**src/rtl/clk_ratio_pkg.sv**
```systemverilog
package clk_ratio_pkg;

  typedef enum logic [1:0] {
    MODE_OFF     = 2'd0,
    MODE_TEST    = 2'd1,
    MODE_RUN     = 2'd2,
    MODE_RUN_USB = 2'd3
  } tree_mode_e;

  localparam int unsigned NUM_DOM = 5;

  // code bit order: {family select, mode bit 1, mode bit 0}
  function automatic tree_mode_e decode_mode(input logic [2:0] code);
    tree_mode_e m;
    case (code)
      3'b100:        m = MODE_TEST;
      3'b010, 3'b110: m = MODE_RUN;
      3'b011, 3'b111: m = MODE_RUN_USB;
      default:       m = MODE_OFF;
    endcase
    return m;
  endfunction

endpackage

```
**src/rtl/clk_ratio_tsync.sv**
```systemverilog
module clk_ratio_tsync (
  input  logic clk,
  input  logic rst,
  input  logic tclk_i,
  output logic lvl_o,
  output logic rise_o
);

  logic s1_q, s2_q;

  always_ff @(posedge clk) begin
    if (rst) begin
      s1_q <= 1'b0;
      s2_q <= 1'b0;
    end else begin
      s1_q <= tclk_i;
      s2_q <= s1_q;
    end
  end

  assign lvl_o  = s1_q;
  assign rise_o = s1_q & ~s2_q;

  AST_RISE_SINGLE: assert property (@(posedge clk) disable iff (rst)
    rise_o |=> !rise_o);

endmodule

```
**src/rtl/clk_ratio_phase.sv**
```systemverilog
module clk_ratio_phase
  import clk_ratio_pkg::*;
#(
  parameter int unsigned PH_W  = 4,
  parameter int unsigned PER_F = 16,
  parameter int unsigned PER_S = 12
) (
  input  logic            clk,
  input  logic            rst,
  input  logic [2:0]      code_i,
  input  logic            step_i,
  output logic [2:0]      mode_q,
  output logic [PH_W-1:0] phase_q
);

  tree_mode_e      mode_d;
  logic            advance;
  logic [PH_W-1:0] last;

  assign mode_d  = decode_mode(mode_q);
  assign advance = (mode_d == MODE_RUN) || (mode_d == MODE_RUN_USB) ||
                   ((mode_d == MODE_TEST) && step_i);
  assign last    = mode_q[2] ? PH_W'(PER_F - 1) : PH_W'(PER_S - 1);

  always_ff @(posedge clk) begin
    if (rst) begin
      mode_q  <= 3'b000;
      phase_q <= '0;
    end else if (code_i != mode_q) begin
      mode_q  <= code_i;
      phase_q <= '0;
    end else if (advance) begin
      phase_q <= (phase_q == last) ? '0 : phase_q + 1'b1;
    end
  end

  AST_PHASE_BOUND: assert property (@(posedge clk) disable iff (rst)
    phase_q <= last);

  AST_RESTART_ZERO: assert property (@(posedge clk) disable iff (rst)
    (code_i != mode_q) |=> (phase_q == '0) && (mode_q == $past(code_i)));

  AST_OFF_FROZEN: assert property (@(posedge clk) disable iff (rst)
    (mode_d == MODE_OFF) |-> (phase_q == '0));

endmodule

```
**src/rtl/clk_ratio_tap.sv**
```systemverilog
module clk_ratio_tap #(
  parameter int unsigned PH_W  = 4,
  parameter int unsigned DIV_F = 4,
  parameter int unsigned DIV_S = 3
) (
  input  logic            fast_i,
  input  logic [PH_W-1:0] phase_i,
  output logic            lvl_o
);

  int unsigned rem_f, rem_s;

  assign rem_f = 32'(phase_i) % DIV_F;
  assign rem_s = 32'(phase_i) % DIV_S;
  // high for the first ceil(N/2) steps of each period
  assign lvl_o = fast_i ? (2 * rem_f < DIV_F) : (2 * rem_s < DIV_S);

endmodule

```
**src/rtl/clk_ratio_tree.sv**
```systemverilog
module clk_ratio_tree
  import clk_ratio_pkg::*;
#(
  parameter int unsigned CPU_DIV    = 2,
  parameter int unsigned MEM_DIV    = 4,
  parameter int unsigned M66_DIV_F  = 4,
  parameter int unsigned M66_DIV_S  = 3,
  parameter int unsigned PCI_DIV_F  = 8,
  parameter int unsigned PCI_DIV_S  = 6,
  parameter int unsigned APIC_DIV_F = 16,
  parameter int unsigned APIC_DIV_S = 12
) (
  input  logic       clk,
  input  logic       rst,
  input  logic       sel_fast,
  input  logic [1:0] sel_mode,
  input  logic       test_clk,
  output logic       cpu_clk,
  output logic       mem_clk,
  output logic       m66_clk,
  output logic       pci_clk,
  output logic       apic_clk,
  output logic       usb_clk,
  output logic       ref_clk,
  output logic       core_oe,
  output logic       usb_oe
);

  localparam int unsigned PER_MAX = (APIC_DIV_F > APIC_DIV_S) ? APIC_DIV_F : APIC_DIV_S;
  localparam int unsigned PH_W    = (PER_MAX > 2) ? $clog2(PER_MAX) : 1;
  localparam int unsigned DIVS_F [NUM_DOM] = '{CPU_DIV, MEM_DIV, M66_DIV_F, PCI_DIV_F, APIC_DIV_F};
  localparam int unsigned DIVS_S [NUM_DOM] = '{CPU_DIV, MEM_DIV, M66_DIV_S, PCI_DIV_S, APIC_DIV_S};

  logic [2:0]         mode_q;
  logic [PH_W-1:0]    phase_q;
  logic               t_lvl, t_rise;
  logic [NUM_DOM-1:0] lvl;
  logic [NUM_DOM-1:0] dom_q;
  logic               usb_q, ref_q, core_oe_q, usb_oe_q;
  tree_mode_e         mode_d;

  clk_ratio_tsync u_tsync (
    .clk    (clk),
    .rst    (rst),
    .tclk_i (test_clk),
    .lvl_o  (t_lvl),
    .rise_o (t_rise)
  );

  clk_ratio_phase #(
    .PH_W  (PH_W),
    .PER_F (APIC_DIV_F),
    .PER_S (APIC_DIV_S)
  ) u_phase (
    .clk     (clk),
    .rst     (rst),
    .code_i  ({sel_fast, sel_mode}),
    .step_i  (t_rise),
    .mode_q  (mode_q),
    .phase_q (phase_q)
  );

  for (genvar g = 0; g < NUM_DOM; g++) begin : g_tap
    clk_ratio_tap #(
      .PH_W  (PH_W),
      .DIV_F (DIVS_F[g]),
      .DIV_S (DIVS_S[g])
    ) u_tap (
      .fast_i  (mode_q[2]),
      .phase_i (phase_q),
      .lvl_o   (lvl[g])
    );
  end

  assign mode_d = decode_mode(mode_q);

  always_ff @(posedge clk) begin
    if (rst) begin
      dom_q     <= '0;
      usb_q     <= 1'b0;
      ref_q     <= 1'b0;
      core_oe_q <= 1'b0;
      usb_oe_q  <= 1'b0;
    end else begin
      case (mode_d)
        MODE_TEST: begin
          dom_q     <= lvl;
          usb_q     <= lvl[0];
          ref_q     <= t_lvl;
          core_oe_q <= 1'b1;
          usb_oe_q  <= 1'b1;
        end
        MODE_RUN, MODE_RUN_USB: begin
          dom_q     <= lvl;
          usb_q     <= 1'b0;
          ref_q     <= 1'b0;
          core_oe_q <= 1'b1;
          usb_oe_q  <= (mode_d == MODE_RUN_USB);
        end
        default: begin
          dom_q     <= '0;
          usb_q     <= 1'b0;
          ref_q     <= 1'b0;
          core_oe_q <= 1'b0;
          usb_oe_q  <= 1'b0;
        end
      endcase
    end
  end

  assign cpu_clk  = dom_q[0];
  assign mem_clk  = dom_q[1];
  assign m66_clk  = dom_q[2];
  assign pci_clk  = dom_q[3];
  assign apic_clk = dom_q[4];
  assign usb_clk  = usb_q;
  assign ref_clk  = ref_q;
  assign core_oe  = core_oe_q;
  assign usb_oe   = usb_oe_q;

  // checker state: a run mode held across one edge without restart
  logic [2:0] mode_prev_q;
  logic       steady_q;
  always_ff @(posedge clk) begin
    if (rst) begin
      mode_prev_q <= 3'b000;
      steady_q    <= 1'b0;
    end else begin
      mode_prev_q <= mode_q;
      steady_q    <= ((mode_d == MODE_RUN) || (mode_d == MODE_RUN_USB)) &&
                     (mode_q == mode_prev_q);
    end
  end

  AST_OE_QUIET: assert property (@(posedge clk) disable iff (rst)
    !core_oe |-> (dom_q == '0) && !usb_clk && !ref_clk && !usb_oe);

  AST_EDGE_ALIGN: assert property (@(posedge clk) disable iff (rst)
    $rose(apic_clk) |-> cpu_clk && mem_clk && m66_clk && pci_clk);

  AST_CPU_TOGGLE: assert property (@(posedge clk) disable iff (rst)
    steady_q |-> (cpu_clk != $past(cpu_clk)));

  AST_USB_NEEDS_CORE: assert property (@(posedge clk) disable iff (rst)
    usb_oe |-> core_oe);

endmodule

```
**config.mk**
```make
export PLATFORM = sky130hd
export DESIGN_NAME = clk_ratio_tree
export DESIGN_NICKNAME = d
export VERILOG_FILES = /design/src/rtl/clk_ratio_pkg.sv /design/src/rtl/clk_ratio_tsync.sv /design/src/rtl/clk_ratio_phase.sv /design/src/rtl/clk_ratio_tap.sv /design/src/rtl/clk_ratio_tree.sv
export SDC_FILE = /design/constraint.sdc
export NUM_CORES = 1
export LEC_CHECK = 0
export BUFFER_PORTS_ARGS = -buffer_cell sky130_fd_sc_hd__buf_2
export CORE_ASPECT_RATIO = 1.2
export CORE_UTILIZATION = 40
export CTS_CLUSTER_DIAMETER = 40
export DETAILED_ROUTE_END_ITERATION = 8
export PLACE_DENSITY = 0.62
export SYNTH_ARGS = -nofsm -noshare
export SYNTH_HDL_FRONTEND = slang
export SYNTH_HIERARCHICAL = 1
export SYNTH_SLANG_ARGS = --single-unit
```
**constraint.sdc**
```tcl
create_clock -name clk -period 4.8 [get_ports clk]
set_input_delay 0.24 -clock clk [delete_from_list [all_inputs] [get_ports clk]]
set_output_delay 0.24 -clock clk [all_outputs]
set_load 0.02 [all_outputs]
```
# After elaboration in Yosys (flattened, before gate mapping)

Index checks and enable logic that the tools add are counted.

RAM bits: 0
Input bits: 6
Register bits after elaboration: 18
Memory bits (read-only): 0
Bits in latches: 0
Output and inout port bits: 9
Memories kept: 0

Multiply operators: 0
Equal/unequal tests: 10
Bitwise logic cells: 4
Magnitude comparators: 7
Reductions and logical operators: 10
Divide/modulo/power cells: 3
Shift operators: 0
Add/sub/neg operators: 1
Mux-type cells: 8

Operators with widths:

| kind                                                        | number |
|---|---|
| less-than comparator 32 x 2 -> 1 bit, second input constant | 1 |
| less-than comparator 32 x 3 -> 1 bit, second input constant | 1 |
| less-than comparator 32 x 4 -> 1 bit, second input constant | 1 |
| remainder unit 4 x 2 -> 32 bit, second input constant       | 1 |
| remainder unit 4 x 3 -> 32 bit, second input constant       | 1 |
| remainder unit 4 x 4 -> 32 bit, second input constant       | 1 |
| OR reduction 2 bit                                          | 6 |
| equality test 3 bit, second input constant                  | 3 |
| equality test 3 x 2 -> 1 bit, second input constant         | 2 |
| case mux 2 bit (3 select lines)                             | 1 |
| less-than comparator 5 bit, second input constant           | 1 |
| adder 4 x 1 -> 4 bit, second input constant                 | 1 |
| equality test 2 bit, second input constant                  | 2 |
| equality test 4 bit                                         | 1 |
| less-than comparator 4 bit, second input constant           | 1 |
| 2-to-1 mux 1 bit                                            | 4 |
| 2-to-1 mux 4 bit                                            | 1 |
| less-than comparator 3 bit, second input constant           | 1 |
| 2-to-1 mux 3 bit                                            | 1 |
| inequality test 3 bit                                       | 1 |
| inverter 1 bit                                              | 3 |
| OR reduction 3 bit                                          | 1 |
| equality test 2 x 1 -> 1 bit, second input constant         | 1 |
| logical OR 1 bit                                            | 2 |
| other kinds (4)                                             | 4 |

# Logic depth before layout (Yosys ltp)

Gate-level depths: netlist of the first run.

Word-level depth: 7
Depth in mapped cells: 17
Gate-level depth less buffers: 15

# Cells and area by module

Netlist of the first run, hierarchy kept.

Modules (own cells, without submodules):

| module                             | cells an instance | area an instance (um^2) | instances |
|---|---|---|---|
| clk_ratio_tap (g_tap[2].u_tap)     | 70                | 485.5                   | 1 |
| clk_ratio_phase                    | 37                | 366.6                   | 1 |
| clk_ratio_tree                     | 28                | 337.8                   | 1 |
| clk_ratio_tap (g_tap[3].u_tap)     | 14                | 105.1                   | 1 |
| clk_ratio_tsync                    | 5                 | 61.3                    | 1 |
| clk_ratio_tap (g_tap[4].u_tap)     | 3                 | 21.3                    | 1 |
| clk_ratio_tap (g_tap[0].u_tap ...) | 1                 | 3.8                     | 2 |

# Least setup slack after synthesis of the first run

No wires, ideal clock.

Path type: register -> register
From: register u_phase.phase_q[3]
To: register dom_q[2]
Setup slack: 1.425 ns
Setup time: 0.119 ns
Data arrival time: 3.256 ns
Path buffers: 2
Cell stages (with the launch flop): 17
Cells stage by stage: dfxtp_1 -> clkbuf_1 -> nor2_1 -> ha_1 -> buf_4 -> a21boi_4 -> nor3_2 -> a21o_1 -> ha_1 -> inv_1 -> a21oi_1 -> a22oi_1 -> mux2_2 -> o31ai_1 -> a22oi_1 -> nand2b_1 -> a21oi_1

Longest elaborated chain between the ends: 3

RTL lines:

| item                                 | line                  | source |
|---|---|---|
| start: declaration                   | clk_ratio_phase.sv:13 | `output logic [PH_W-1:0] phase_q` |
| start signal: assignment             | clk_ratio_phase.sv:33 | `phase_q <= (phase_q == last) ? '0 : phase_q + 1'b1;` |
| remainder unit 4 x 2 -> 32 bit       | clk_ratio_tap.sv:14   | `assign rem_s = 32'(phase_i) % DIV_S;` |
| less-than comparator 32 x 2 -> 1 bit | clk_ratio_tap.sv:16   | `assign lvl_o = fast_i ? (2 * rem_f < DIV_F) : (2 * rem_s < DIV_S);` |
| 2-to-1 mux 1 bit                     | clk_ratio_tap.sv:16   |  |
| named net lvl[2]                     | clk_ratio_tree.sv:37  | `logic [NUM_DOM-1:0] lvl;` |
| end signal: assignment               | clk_ratio_tree.sv:87  | `dom_q <= lvl;` |
| end signal: assignment               | clk_ratio_tree.sv:94  | `dom_q <= lvl;` |
| end: declaration                     | clk_ratio_tree.sv:38  | `logic [NUM_DOM-1:0] dom_q;` |

The timed path passes the listed nets, and every way through them passes these cells.
A chain may end at the register's enable or synchronous reset.

# Worst setup path in the final report of the first run

From: register u_phase.phase_q[2]
To: register dom_q[2]

Same word-level chain as after synthesis.

==> results of run 1 <==
-- state kept, by name (all words and copies together) (netlist names) --
name / count
u_phase/mode_q: 3
u_tsync/lvl_o: 1
u_phase/phase_q: 4
usb_clk: 1
dom_q: 5
u_tsync/s2_q: 1
core_oe: 1
ref_clk: 1
usb_oe: 1
-- placed cells by master, fill, tap and decap left out, drive strengths merged, types with 2 or more instances in the layout --
| master | instances |
|---|---|
| a21o | 3 |
| buf | 15 |
| nand3b | 3 |
| o31ai | 4 |
| nor4b | 3 |
| xor2 | 4 |
| nand2b | 14 |
| a21boi | 3 |
| nor2b | 8 |
| clkbuf | 4 |
| a41oi | 2 |
| nand2 | 3 |
| nand3 | 4 |
| dfxtp | 18 |
| ha | 7 |
| nor2 | 9 |
| nor3 | 3 |
| o21ai | 8 |
| a22oi | 3 |
| a21oi | 15 |
| a211oi | 4 |
| inv | 11 |
-- cells by family (layout without fill, tap and decap cells) --
logic type / Yosys count / count (layout) / share of synthesized area [%]
xor gates and xnor gates: 4 / 4 / 3.072
DFF: 18 / 18 / 26.02
adders and majority gates: 7 / 7 / 6.323
and+or+nand+nor: 55 / 55 / 28.18
buffers and inverters: 19 / 30 / 6.775
AOI/OAI and AO/OA: 54 / 54 / 28.10
muxes: 2 / 2 / 1.536
-- power by group through the flow --
stage | Clock, mW | Combinational (mW) | Sequential, mW
6_report | 0.121 | 0.0316 | 0.162
5_1_grt | 0.131 | 0.0347 | 0.163
4_1_cts | 0.126 | 0.0316 | 0.162
3_5_place_dp | 0 | 0.0316 | 0.166
3_3_place_gp | 0 | 0.0310 | 0.166
2_1_floorplan | 0 | 0.0185 | 0.169
-- layer usage --
metal / global-route usage, % / wire length (um) / part of all wire [%]
met5: 0 / 0 / 0
met4: 8.125 / 61 / 2.0
met3: 3.301 / 100 / 3.3
met2: 31.93 / 1570 / 51
met1: 18.68 / 1321 / 43
-- cell type report --
| class | count | area (um2) | area share, % |
|---|---|---|---|
| multi-input combinational | 122 | 930.9 | 61.59 |
| timing repair buffer | 15 | 77.57 | 5.132 |
| tap | 37 | 46.29 | 3.063 |
| clock buffer | 4 | 55.05 | 3.642 |
| inverter | 11 | 41.29 | 2.732 |
| sequential | 18 | 360.3 | 23.84 |
-- final timing paths --
kind	from	end	slack, ns	cells after the start
worst min-delay path	test_clk	u_tsync/lvl_o	0.20	2
worst max-delay path	u_phase/phase_q[2]	dom_q[2]	1.22	15
worst min register to register	u_tsync/lvl_o	u_tsync/s2_q	0.48	1
worst max register to register	u_phase/phase_q[2]	dom_q[2]	1.22	15
-- worst max-delay path, stage by stage, from the launching register on --
cell	delay (ns)
dfxtp_1	0.76
inv_1	0.14
nor2_1	0.19
ha_1	0.37
a21boi_4	0.29
o21ba_2	0.20
a21o_1	0.09
ha_1	0.26
inv_1	0.11
a21oi_1	0.17
a22oi_1	0.10
mux2_2	0.27
o31ai_1	0.24
a22oi_1	0.12
nand2b_1	0.08
a21oi_1	0.04
-- metrics by stage --
stage	setup slack, ns	instances
global route	0.9989	207
global placement	1.502	203
finish	1.221	207
floorplan	1.425	159
CTS	1.278	207
detailed placement	1.292	203
==> results.json, run 1 <==
{
  "power_switching_uw": 72.19,
  "place_congestion": 0.9259,
  "cellPowerDensity_mw_per_mm2": 208.3,
  "endpoint_kind": "flip-flop",
  "arrival_ns": 3.72,
  "grt_pass1_wl_mm": 5.237,
  "cts-resized-gates": 0,
  "syn_inst": 159,
  "rsz0062_at_grt": "no",
  "cts.path.max_buffers": 2,
  "setup_viol": 0,
  "synthFlopType": "dfxtp_1",
  "grt_max_degree": 26,
  "synth.top_cells.by_area": "dfxtp_1, ha_1, nand2b_1",
  "ant_nets": 0,
  "drt_iter0_drc": 48,
  "wl_per_cell_um": 14.75,
  "max_slew.worst_pin.slew_ns": 0.6852,
  "final_area_mm2": 0.001511,
  "fin_skew_ns": 0.003983,
  "syn-cell-area_mm2": 0.001385,
  "via_count": 1232,
  "fmax_ghz": 0.2794,
  "core_mm2": 0.003309,
  "cts_setup_buffers": 0,
  "synth_most_common_cell": "dfxtp_1",
  "viasPerCell": 5.952,
  "fin_util_pct": 45.67,
  "hp-class": "in2reg",
  "synth-edff-count": 0,
  "required_ns": 4.94,
  "htree_num_levels": 1,
  "setup_tns_ns": 0,
  "p_leak_nw": 0.6122,
  "cts_made_buffers": 3,
  "peakVddDrop_v": 0.0002672,
  "max_slew_margin_pct": 54.26,
  "die_h_um": 66.46,
  "start_kind": "flip-flop",
  "clkLatencyLatePin_ns": 0.25,
  "synth_top_area_share_pct": 26.02,
  "cts_tree": "yes",
  "pin_count": 15,
  "hold_viol": 0,
  "crit_fanout": 21,
  "p_sw_share_pct": 22.93,
  "drive_gt1_share_pct": 20.59,
  "p_int_uw": 242.6,
  "rows": 23,
  "initial_core_util_pct": 41.85,
  "whs_ns": 0.1986,
  "fin_nets": 184,
  "fillers": 318,
  "fin_crit_sh_pct": 74.57,
  "totalWireLength_mm": 3.053,
  "pwr-share-comb_pct": 10.0,
  "cap_violations": 0,
  "synthesis.nets": 172,
  "grt_pass1_vias": 1264,
  "ctsHoldBuffers": 0,
  "power_uw": 314.8,
  "cts.reportedPaths.clkPinSlew_ns": 0.07,
  "synth_area_leader_cell": "dfxtp_1",
  "p_seq_share_pct": 51.5,
  "antenna_found_initial": 0,
  "post-dp-hpwl_mm": 2.180,
  "root_buffer": "clkbuf_8",
  "crit_type": "reg2reg",
  "dr.pass1.iters": 5,
  "clock_sinks": 18,
  "die_x_um": 55.72,
  "syn_to_final_growth_pct": 9.124,
  "diodes": 0,
  "ys_ff_latch": 18,
  "drc_errors": 0,
  "synth-async-reset-ratio_pct": 0,
  "die-area_mm2": 0.003703,
  "slew_viol_final": 0,
  "power.clock.fraction_pct": 38.5,
  "synth_seq_area_share_pct": 26.02,
  "placed_area_mm2": 0.001456,
  "yosysWarningCount": 6,
  "port_buffers": 14,
  "synth.distinct_cells": 55,
  "gr-total-overflow": 0,
  "status": "complete, no violations",
  "synth_area_per_cell_um2": 8.711,
  "min_period_ns": 3.579,
  "gr-usage-all-layers_pct": 17.15,
  "ys_top_cells_by_count": "dfxtp_1, a21oi_1, nand2b_1, inv_1, nor2_1"
}
(Power assumes the default switching activity.)
==> inputs of run 2 (changes only) <==
clock period = 3.65 ns   (was 4.8 ns; I/O delays follow)
==> results.json, run 2 (synthesis results as in run 1) <==
{
  "status": "complete, no violations",
  "cts_setup_buffers": 0,
  "setup_viol": 0,
  "arrival_ns": 3.35,
  "core_mm2": 0.003309,
  "min_period_ns": 3.212,
  "drive_gt1_share_pct": 21.51,
  "endpoint_kind": "flip-flop",
  "reg_top3": "dom_q (5), u_phase/phase_q (4), u_phase/mode_q (3)",
  "fin_nets": 187,
  "die-area_mm2": 0.003703,
  "slew_viol_final": 0,
  "fmax_ghz": 0.3113,
  "required_ns": 3.79,
  "final_common_cell": "dfxtp_1",
  "cts_tree": "yes",
  "peakVddDrop_v": 0.0002583,
  "die_h_um": 66.46,
  "place_congestion": 0.8906,
  "totalWireLength_mm": 3.002,
  "cts.path.max_buffers": 2,
  "slowest_stage": "dfxtp_1",
  "cellPowerDensity_mw_per_mm2": 255.0,
  "largest_reg_flops": 5,
  "wl_per_cell_um": 14.36,
  "hold_viol": 0,
  "fin_ws_ns": 0.4380,
  "grt_pass1_wl_mm": 5.168,
  "start_kind": "flip-flop",
  "via_count": 1233,
  "max_slew.worst_pin.slew_ns": 0.5609,
  "rsz0062_at_grt": "no",
  "cap_violations": 0,
  "cts.reportedPaths.clkPinSlew_ns": 0.06,
  "crit_chain": "nor2_1, ha_1, a21boi_4, nor3_2, a21o_1, ha_1, inv_1, a21oi_1, a22oi_1, mux2_2, o31ai_1, a22oi_1, nand2b_1, a21oi_1",
  "gr-usage-all-layers_pct": 17.21,
  "clock_sinks": 18,
  "root_buffer": "clkbuf_8",
  "clkLatencyLatePin_ns": 0.25,
  "drt_iter0_drc": 50,
  "rows": 23,
  "pin_count": 15,
  "critPathMaxStageDelay_ns": 0.59,
  "antenna_found_initial": 0,
  "ctsHoldBuffers": 0,
  "hp-class": "in2reg",
  "drc_errors": 0,
  "top_register": "dom_q",
  "cts-resized-gates": 0,
  "ant_nets": 0,
  "htree_num_levels": 1,
  "dp_slack_ns": 0.4704,
  "gr-total-overflow": 0,
  "diodes": 0,
  "syn_to_final_growth_pct": 9.756,
  "p_leak_nw": 0.6214,
  "crit_type": "reg2reg",
  "post-dp-hpwl_mm": 2.222,
  "fin_crit_sh_pct": 88.00,
  "max_slew_margin_pct": 62.55,
  "crit_fanout": 14,
  "grt_max_degree": 19,
  "port_buffers": 14,
  "viasPerCell": 5.900,
  "dr.pass1.iters": 4,
  "mostFrequentLayoutCells": "dfxtp_1, a21oi_1, buf_2",
  "fin_skew_ns": 0.001311,
  "die_x_um": 55.72,
  "cts_made_buffers": 3,
  "initial_core_util_pct": 41.85,
  "grt_pass1_vias": 1260,
  "setup_tns_ns": 0
}
run 2: path summary, 6_finish.rpt:
path / startpoint / end / slack (ns) / depth (start not counted)
setup / recovery: u_phase/phase_q[3] / dom_q[2] / 0.44 / 14
hold / removal: test_clk / u_tsync/lvl_o / 0.15 / 2
setup reg to reg: u_phase/phase_q[3] / dom_q[2] / 0.44 / 14
hold reg to reg: u_tsync/lvl_o / u_tsync/s2_q / 0.48 / 1
run 2: cell type report:
type,instances,area (um2)
timing repair buffer,18,100.1
sequential,18,360.3
inverter,11,41.29
fill,310,1789
clock buffer,3,41.29
tap,37,46.29
multi-input combinational,122,930.9
run 2: through the flow:
step,power [mW],area (um2),utilization (%),hold slack [ns],cells
detailed placement,0.2594,1479,44.69,0.4018,206
finish,0.3877,1520,45.94,0.1459,209
CTS,0.3925,1520,45.94,0.1393,209
floorplan,0.2468,1385,-,0.2541,159
global placement,0.2584,1479,44.69,0.3965,206
global route,0.4044,1520,45.94,0.1679,209
run 2: power by group:
group          total [mW]  internal [mW]  switching, mW
Sequential          0.213          0.205        0.00873
Combinational      0.0412         0.0189         0.0224
Clock               0.133         0.0732         0.0598
run 2: metal layers:
metal / global-route usage (%) / vias to the layer above / part of all wire [%]
met3: 1.942 / 8 / 2.4
met2: 30.42 / 29 / 51
met5: 0 / - / 0
met1: 19.43 / 577 / 45
li1: - / 619 / -
met4: 11.88 / 0 / 1.9
run 2: worst max-delay path, delay by kind of cell, from the launching register on:
kind                       cells  cell delay, ns
AOI/OAI and AO/OA              7            0.99
adders and majority gates      2            0.49
buffers and inverters          1            0.12
DFF                            1            0.59
muxes                          1            0.27
and+or+nand+nor                3            0.64
